$ cat config.mk
export PLATFORM = sky130hd
export DESIGN_NAME = pmbv_mem
export DESIGN_NICKNAME = d
export VERILOG_FILES = /design/src/rtl/pmbv_pkg.sv /design/src/rtl/pmbv_map.sv /design/src/rtl/pmbv_sched.sv /design/src/rtl/pmbv_bank.sv /design/src/rtl/pmbv_mem.sv
export SDC_FILE = /design/constraint.sdc
export NUM_CORES = 1
export LEC_CHECK = 0
export BUFFER_PORTS_ARGS = -buffer_cell sky130_fd_sc_hd__buf_2
export CORE_MARGIN = 4
export CORE_UTILIZATION = 40
export DETAILED_ROUTE_END_ITERATION = 10
export PLACE_DENSITY = 0.56
export SYNTH_ARGS = -nofsm -noshare
export SYNTH_HDL_FRONTEND = slang
export SYNTH_SLANG_ARGS = --single-unit
$ cat constraint.sdc
create_clock -name clk -period 9.85 [get_ports clk]
set_clock_uncertainty 0.1 [all_clocks]
set_input_delay 0.4925 -clock clk [delete_from_list [all_inputs] [get_ports clk]]
set_output_delay 0.4925 -clock clk [all_outputs]
set_load 0.03 [all_outputs]
$ cat src/rtl/pmbv_pkg.sv
package pmbv_pkg;
    localparam int LANES    = 4;   // elements per vector, also tile side
    localparam int IDX_W    = 2;   // index width for a lane, row or bank
    localparam int POS_W    = 4;   // position inside a 4x4 tile

    localparam logic [1:0] MODE_SINGLE = 2'd0;
    localparam logic [1:0] MODE_INTLV  = 2'd1;
    localparam logic [1:0] MODE_SKEW   = 2'd2;
endpackage

$ cat src/rtl/pmbv_map.sv
module pmbv_map
    import pmbv_pkg::*;
#(
    parameter int LANE = 0
) (
    input  logic [1:0]       mode_i,
    input  logic             stride_i,
    input  logic [POS_W-1:0] base_i,
    output logic [IDX_W-1:0] phys_o,
    output logic [IDX_W-1:0] row_o,
    output logic [IDX_W-1:0] sched_o
);
    localparam logic [POS_W-1:0] ROW_STEP = POS_W'(LANE);
    localparam logic [POS_W-1:0] COL_STEP = POS_W'(LANES * LANE);

    logic [POS_W-1:0] pos;
    logic [IDX_W-1:0] col;

    always_comb begin
        pos     = stride_i ? base_i + COL_STEP : base_i + ROW_STEP;
        row_o   = pos[3:2];
        col     = pos[1:0];
        phys_o  = mode_i[1] ? row_o + col : col;
        // in the single-bank mode all lanes contend for one wide port
        sched_o = (mode_i == MODE_SINGLE) ? '0 : phys_o;
    end
endmodule

$ cat src/rtl/pmbv_sched.sv
module pmbv_sched
    import pmbv_pkg::*;
(
    input  logic [LANES-1:0][IDX_W-1:0] sched_i,
    input  logic [LANES-1:0][IDX_W-1:0] row_i,
    output logic [LANES-1:0][IDX_W-1:0] beat_o,
    output logic [IDX_W-1:0]            last_o
);
    logic [LANES-1:0] first_use;
    logic [IDX_W-1:0] cnt;

    always_comb begin
        first_use = '1;
        for (int i = 0; i < LANES; i++) begin
            for (int j = 0; j < LANES; j++) begin
                if (j < i && sched_i[j] == sched_i[i] && row_i[j] == row_i[i])
                    first_use[i] = 1'b0;
            end
        end
        last_o = '0;
        cnt    = '0;
        for (int i = 0; i < LANES; i++) begin
            cnt = '0;
            for (int j = 0; j < LANES; j++) begin
                if (j < i && sched_i[j] == sched_i[i] && row_i[j] != row_i[i] && first_use[j])
                    cnt = cnt + 1'b1;
            end
            beat_o[i] = cnt;
            if (cnt > last_o)
                last_o = cnt;
        end
    end
endmodule

$ cat src/rtl/pmbv_bank.sv
module pmbv_bank #(
    parameter int W     = 16,
    parameter int DEPTH = 16,
    localparam int AW   = (DEPTH > 1) ? $clog2(DEPTH) : 1
) (
    input  logic          clk,
    input  logic          we,
    input  logic [AW-1:0] addr,
    input  logic [W-1:0]  wdata,
    output logic [W-1:0]  rdata
);
    logic [W-1:0] store_q [DEPTH];

    always_ff @(posedge clk) begin
        if (we)
            store_q[addr] <= wdata;
    end

    assign rdata = store_q[addr];
endmodule

$ cat src/rtl/pmbv_mem.sv
module pmbv_mem
    import pmbv_pkg::*;
#(
    parameter int ELEM_W = 16,
    parameter int TILES  = 4,
    parameter int CNT_W  = 16,
    localparam int TILE_W = (TILES > 1) ? $clog2(TILES) : 1,
    localparam int DEPTH  = TILES * LANES,
    localparam int LINE_W = TILE_W + IDX_W
) (
    input  logic                      clk,
    input  logic                      rst,
    input  logic                      req_valid,
    output logic                      req_ready,
    input  logic                      req_write,
    input  logic [1:0]                req_mode,
    input  logic                      req_stride,
    input  logic [TILE_W-1:0]         req_tile,
    input  logic [POS_W-1:0]          req_base,
    input  logic [LANES*ELEM_W-1:0]   req_wdata,
    output logic                      rsp_valid,
    output logic [LANES*ELEM_W-1:0]   rsp_rdata,
    output logic [CNT_W-1:0]          stall_count
);
    typedef struct packed {
        logic                             busy;
        logic [IDX_W-1:0]                 beat;
        logic [IDX_W-1:0]                 last;
        logic                             write;
        logic [TILE_W-1:0]                tile;
        logic [LANES-1:0][IDX_W-1:0]      pbank;
        logic [LANES-1:0][IDX_W-1:0]      row;
        logic [LANES-1:0][IDX_W-1:0]      lbeat;
        logic [LANES-1:0][ELEM_W-1:0]     data;
        logic                             rsp;
        logic [CNT_W-1:0]                 stalls;
    } state_t;

    state_t st_d, st_q;

    logic [LANES-1:0][IDX_W-1:0] map_bank, map_row, map_sched, sch_beat;
    logic [IDX_W-1:0]            sch_last;
    logic                        accept;

    logic [LANES-1:0]                bank_we;
    logic [LINE_W-1:0]               bank_addr [LANES];
    logic [ELEM_W-1:0]               bank_wd   [LANES];
    logic [ELEM_W-1:0]               bank_rd   [LANES];
    logic [LANES-1:0][LANES-1:0]     hit;      // [bank][lane]

    // per-lane address mapping
    for (genvar g = 0; g < LANES; g++) begin : g_map
        pmbv_map #(.LANE(g)) u_map (
            .mode_i   (req_mode),
            .stride_i (req_stride),
            .base_i   (req_base),
            .phys_o   (map_bank[g]),
            .row_o    (map_row[g]),
            .sched_o  (map_sched[g])
        );
    end

    pmbv_sched u_sched (
        .sched_i (map_sched),
        .row_i   (map_row),
        .beat_o  (sch_beat),
        .last_o  (sch_last)
    );

    // bank port steering for the current beat
    always_comb begin
        hit = '0;
        for (int k = 0; k < LANES; k++) begin
            bank_we[k]   = 1'b0;
            bank_addr[k] = {st_q.tile, {IDX_W{1'b0}}};
            bank_wd[k]   = '0;
            for (int i = 0; i < LANES; i++) begin
                if (st_q.busy && st_q.lbeat[i] == st_q.beat && st_q.pbank[i] == IDX_W'(k)) begin
                    hit[k][i]    = 1'b1;
                    bank_addr[k] = {st_q.tile, st_q.row[i]};
                    bank_we[k]   = st_q.write;
                    bank_wd[k]   = st_q.data[i];
                end
            end
        end
    end

    for (genvar k = 0; k < LANES; k++) begin : g_bank
        pmbv_bank #(.W(ELEM_W), .DEPTH(DEPTH)) u_bank (
            .clk   (clk),
            .we    (bank_we[k]),
            .addr  (bank_addr[k]),
            .wdata (bank_wd[k]),
            .rdata (bank_rd[k])
        );
    end

    assign accept = req_valid && !st_q.busy;

    always_comb begin
        st_d     = st_q;
        st_d.rsp = 1'b0;
        if (st_q.busy) begin
            for (int i = 0; i < LANES; i++) begin
                if (!st_q.write && st_q.lbeat[i] == st_q.beat)
                    st_d.data[i] = bank_rd[st_q.pbank[i]];
            end
            if (st_q.beat != '0)
                st_d.stalls = st_q.stalls + 1'b1;
            if (st_q.beat == st_q.last) begin
                st_d.busy = 1'b0;
                st_d.rsp  = !st_q.write;
            end else begin
                st_d.beat = st_q.beat + 1'b1;
            end
        end else if (accept) begin
            st_d.busy  = 1'b1;
            st_d.beat  = '0;
            st_d.last  = sch_last;
            st_d.write = req_write;
            st_d.tile  = req_tile;
            st_d.pbank = map_bank;
            st_d.row   = map_row;
            st_d.lbeat = sch_beat;
            st_d.data  = req_wdata;
        end
    end

    always_ff @(posedge clk) begin
        if (rst)
            st_q <= '0;
        else
            st_q <= st_d;
    end

    assign req_ready   = !st_q.busy;
    assign rsp_valid   = st_q.rsp;
    assign rsp_rdata   = st_q.data;
    assign stall_count = st_q.stalls;


    skew_col_single_beat_chk: assert property (@(posedge clk) disable iff (rst)
        (accept && req_mode[1] && req_stride) |-> (sch_last == '0));


    accept_drops_ready_chk: assert property (@(posedge clk) disable iff (rst)
        (req_valid && req_ready) |=> !req_ready);


    rsp_when_idle_chk: assert property (@(posedge clk) disable iff (rst)
        rsp_valid |-> req_ready);


    idle_no_stall_chk: assert property (@(posedge clk) disable iff (rst)
        ($past(req_ready) && !$past(rst)) |-> (stall_count == $past(stall_count)));


    for (genvar k = 0; k < LANES; k++) begin : g_bank_chk
        one_lane_per_bank_chk: assert property (@(posedge clk) disable iff (rst)
            $countones(hit[k]) <= 1);
    end
endmodule

==> run_results.csv <==
group,metric,value,unit
run_status,status,"completed",
logic_synthesis,yosysSeqAreaShare,0.660,
power,p_leak,17.9,nW
detailed_routing,drt-initial-drc-count,4418,
global_route,antenna_found_initial,8,
finish,final_common_cell,"edfxtp_1",
finish,final_cell_mix,"edfxtp_1 (1024), nand2_1 (594), mux2i_1 (411)",
detailed_routing,via_count,34200,
setup_path,crit_type,"flip-flop to flip-flop",
detailed_routing,wl,170,mm
die,die_h,361,um
sta,slew_violations,0,
sta,fmax,182,MHz
setup_path,crit_arrival,6.00,ns
setup_path,cp_num_buf_inv,3,
die,placementRows,129,
sta,slew_headroom,0.176,
global_route,grt-ovfl-total,0,
cts,cts_root_buffer,"clkbuf_16",
cts,cts_buffers,119,
logic_synthesis,syn_nets,3964,
die,ios,159,
setup_path,start_kind,"flip-flop",
cts,cts_tree,"built",
cts,cts-resized-gates,0,
finish,syn_to_final_growth,13.0,%
placement,port_buffers,158,
sta,rsz0062_at_grt,"no",
finish,regArea,33000,um2
logic_synthesis,synth_top_flop_cell,"edfxtp_1",
setup_path,cp_slowest_cell,"dfxtp_1",
sta,setup_tns,0,ns
power,internal_power,8.32,mW
setup_path,cp_cell_sequence,"inv_2, nor4_4, buf_4, mux2i_1, nor2_4, buf_12, mux2i_1, o22ai_1, or4_4, a221oi_1, o21ai_1",
logic_synthesis,synthArstFlopShare,0,
sta,finalSetupViolations,0,
setup_path,crit_required,10.35,ns
logic_synthesis,synth_area,49900,um2
cts,post-cts-setup-buffers,0,
logic_synthesis,ys_types,76,
cts,cts_hold_buffers,15,
logic_synthesis,synth_edf_count,1024,
global_route,grt_usage,0.253,
cts,clk_pin_slew,0.07,ns
sta,post-route-min-period,5.50,ns
detailed_routing,viasPerCell,5.97,
detailed_routing,first_pass_iters,6,
run,cap_violations,0,
sta,hold_viol,0,
power,power_density,206,nW/um2
detailed_routing,final_antenna_net_count,0,
logic_synthesis,synth-seq-cells,1134,
global_route,grt_max_degree,138,
setup_path,crit_path_max_incr_delay,0.88,ns
power,seqPwrFrac,0.481,
power,peakVddDrop,0.130,mV
global_route,grt_pass1_vias,32000,
finish,multi_input_area,15400,um2
cts,h-tree-depth,3,
logic_synthesis,netlist.area_leader.share,0.616,
logic_synthesis,postSynthCellCount,3870,
logic_synthesis,synth_top_cell_by_area,"edfxtp_1",
worst_hold_path,hp-class,"input port to flip-flop",
global_route,grt_pass1_wl,238,mm
die,die_area,130000,um2
logic_synthesis,yosys_warnings,0,
power,power,11.6,mW
logic_synthesis,syn_area_per_cell,12.9,um2
die,start_util,0.403,
die,die_x,361,um
sta,post-route-period-util,0.558,
power,p_switching,3.27,mW
power,comb_power_share,0.143,
finish,fillers,11200,
finish,fin_nets,4081,
sta,worstMarginPinSlew,1.24,ns
die,coreArea,124000,um2
setup_path,crit_fanout,137,
setup_path,path_common_cell,"mux2i_1",
detailed_routing,drcViolationCount,0,
logic_synthesis,synth.area.top_cells,"edfxtp_1 (62%), mux2i_1 (8.2%), nand2_1 (4.5%)",
setup_path,cp_top_family,"buffers and inverters",
cts,cts.sinks,1134,
detailed_routing,routedWlPerCell,29.6,um
placement,place.gp.congestion,0.962,
cts,insertion_delay,0.75,ns
setup_path,crit_path_end_kind,"flip-flop",
power,clockPowerShare,0.376,
cts,clockBufferDepth,3,
finish,layout-drive-gt1-share,0.156,
placement,dpl.hpwl,107,mm
power,p_sw_frac,0.282,
[area by class of cell]
class | count | area share
clock buffer | 153 | 0.0571
inverter | 17 | 0.00113
antenna | 8 | 0.000355
tap | 1637 | 0.0363
sequential | 1134 | 0.585
clock inverter | 64 | 0.00950
multi-input combinational | 2380 | 0.272
timing repair buffer | 335 | 0.0388
[worst reg2reg max path: cells and delay by family, from the launching register on]
family | cells | cell delay (ns)
compound gates | 3 | 0.99
buf+inv | 3 | 1.30
flops | 1 | 0.88
mux | 2 | 0.88
simple gates | 3 | 1.22
[sequential cells by signal, summed over array words and instances, names as in the netlist]
signal,cells
rsp_rdata,64
stall_count,16
st_q,29
rsp_valid,1
g_bank.u_bank.store_q,1024
[metal layers]
layer	GRT usage	up-vias	wire length, um
met5	0	-	0
met4	0.112	0	8220
met3	0.0811	350	19900
met2	0.361	1873	70600
met1	0.354	17100	70800
li1	-	14900	-
[power by group through the flow]
stage                     Sequential [mW]  Combinational [mW]  Clock, mW
after floorplan                      5.51                1.08          0
after global placement               5.65                1.61          0
after detailed placement             5.65                1.62          0
after CTS                            5.55                1.64       4.43
after global routing                 5.56                1.75       4.63
final                                5.57                1.66       4.36
[stage by stage]
step,std cells,utilization,worst slack [ns],hold slack (ns),instance area [um2]
CTS,5719,0.455,4.67,0.00182,56300
finish,5728,0.455,4.35,0.0591,56400
global placement,5487,0.424,4.76,0.385,52400
global route,5721,0.455,4.25,0.0418,56400
detailed placement,5487,0.424,4.68,0.399,52400
floorplan,3870,-,5.52,0.350,49900
[cells in the mapped netlist, drive strengths merged, types with 17 or more instances]
library cell  number
edfxtp          1024
nand2            601
mux2i            411
nand3            282
o22ai            211
buf              202
clkbuf           137
nor2             136
o21ai            136
a22oi            116
dfxtp            110
a21oi             64
o211ai            63
nand4             57
a211oi            41
or4               38
xnor2             29
xor2              24
nor2b             23
inv               17
[worst paths after layout]
path / from / endpoint / slack (ns) / cells past startpoint
worst min register to register: stall_count[5]$_SDFFE_PP0P_ / stall_count[5]$_SDFFE_PP0P_ / 0.40 / 2
worst max register to register: st_q[112]$_SDFF_PP0_ / rsp_rdata[10]$_SDFFE_PP0P_ / 4.35 / 11
worst min-delay path: req_wdata[16] / rsp_rdata[16]$_SDFFE_PP0P_ / 0.06 / 3
worst max-delay path: st_q[112]$_SDFF_PP0_ / rsp_rdata[10]$_SDFFE_PP0P_ / 4.35 / 11
[cells by family after synthesis]
| family | Yosys count | synth area share |
|---|---|---|
| AND/OR/NAND/NOR | 1199 | 0.111 |
| flip-flops | 1134 | 0.660 |
| AO/OA/AOI/OAI | 697 | 0.0917 |
| multiplexers | 412 | 0.0827 |
| buffers and inverters | 356 | 0.0386 |
| XOR/XNOR | 55 | 0.0110 |
| adder cells (fa/ha/maj) | 17 | 0.00441 |
No activity file was read; power rests on OpenSTA's default activity.
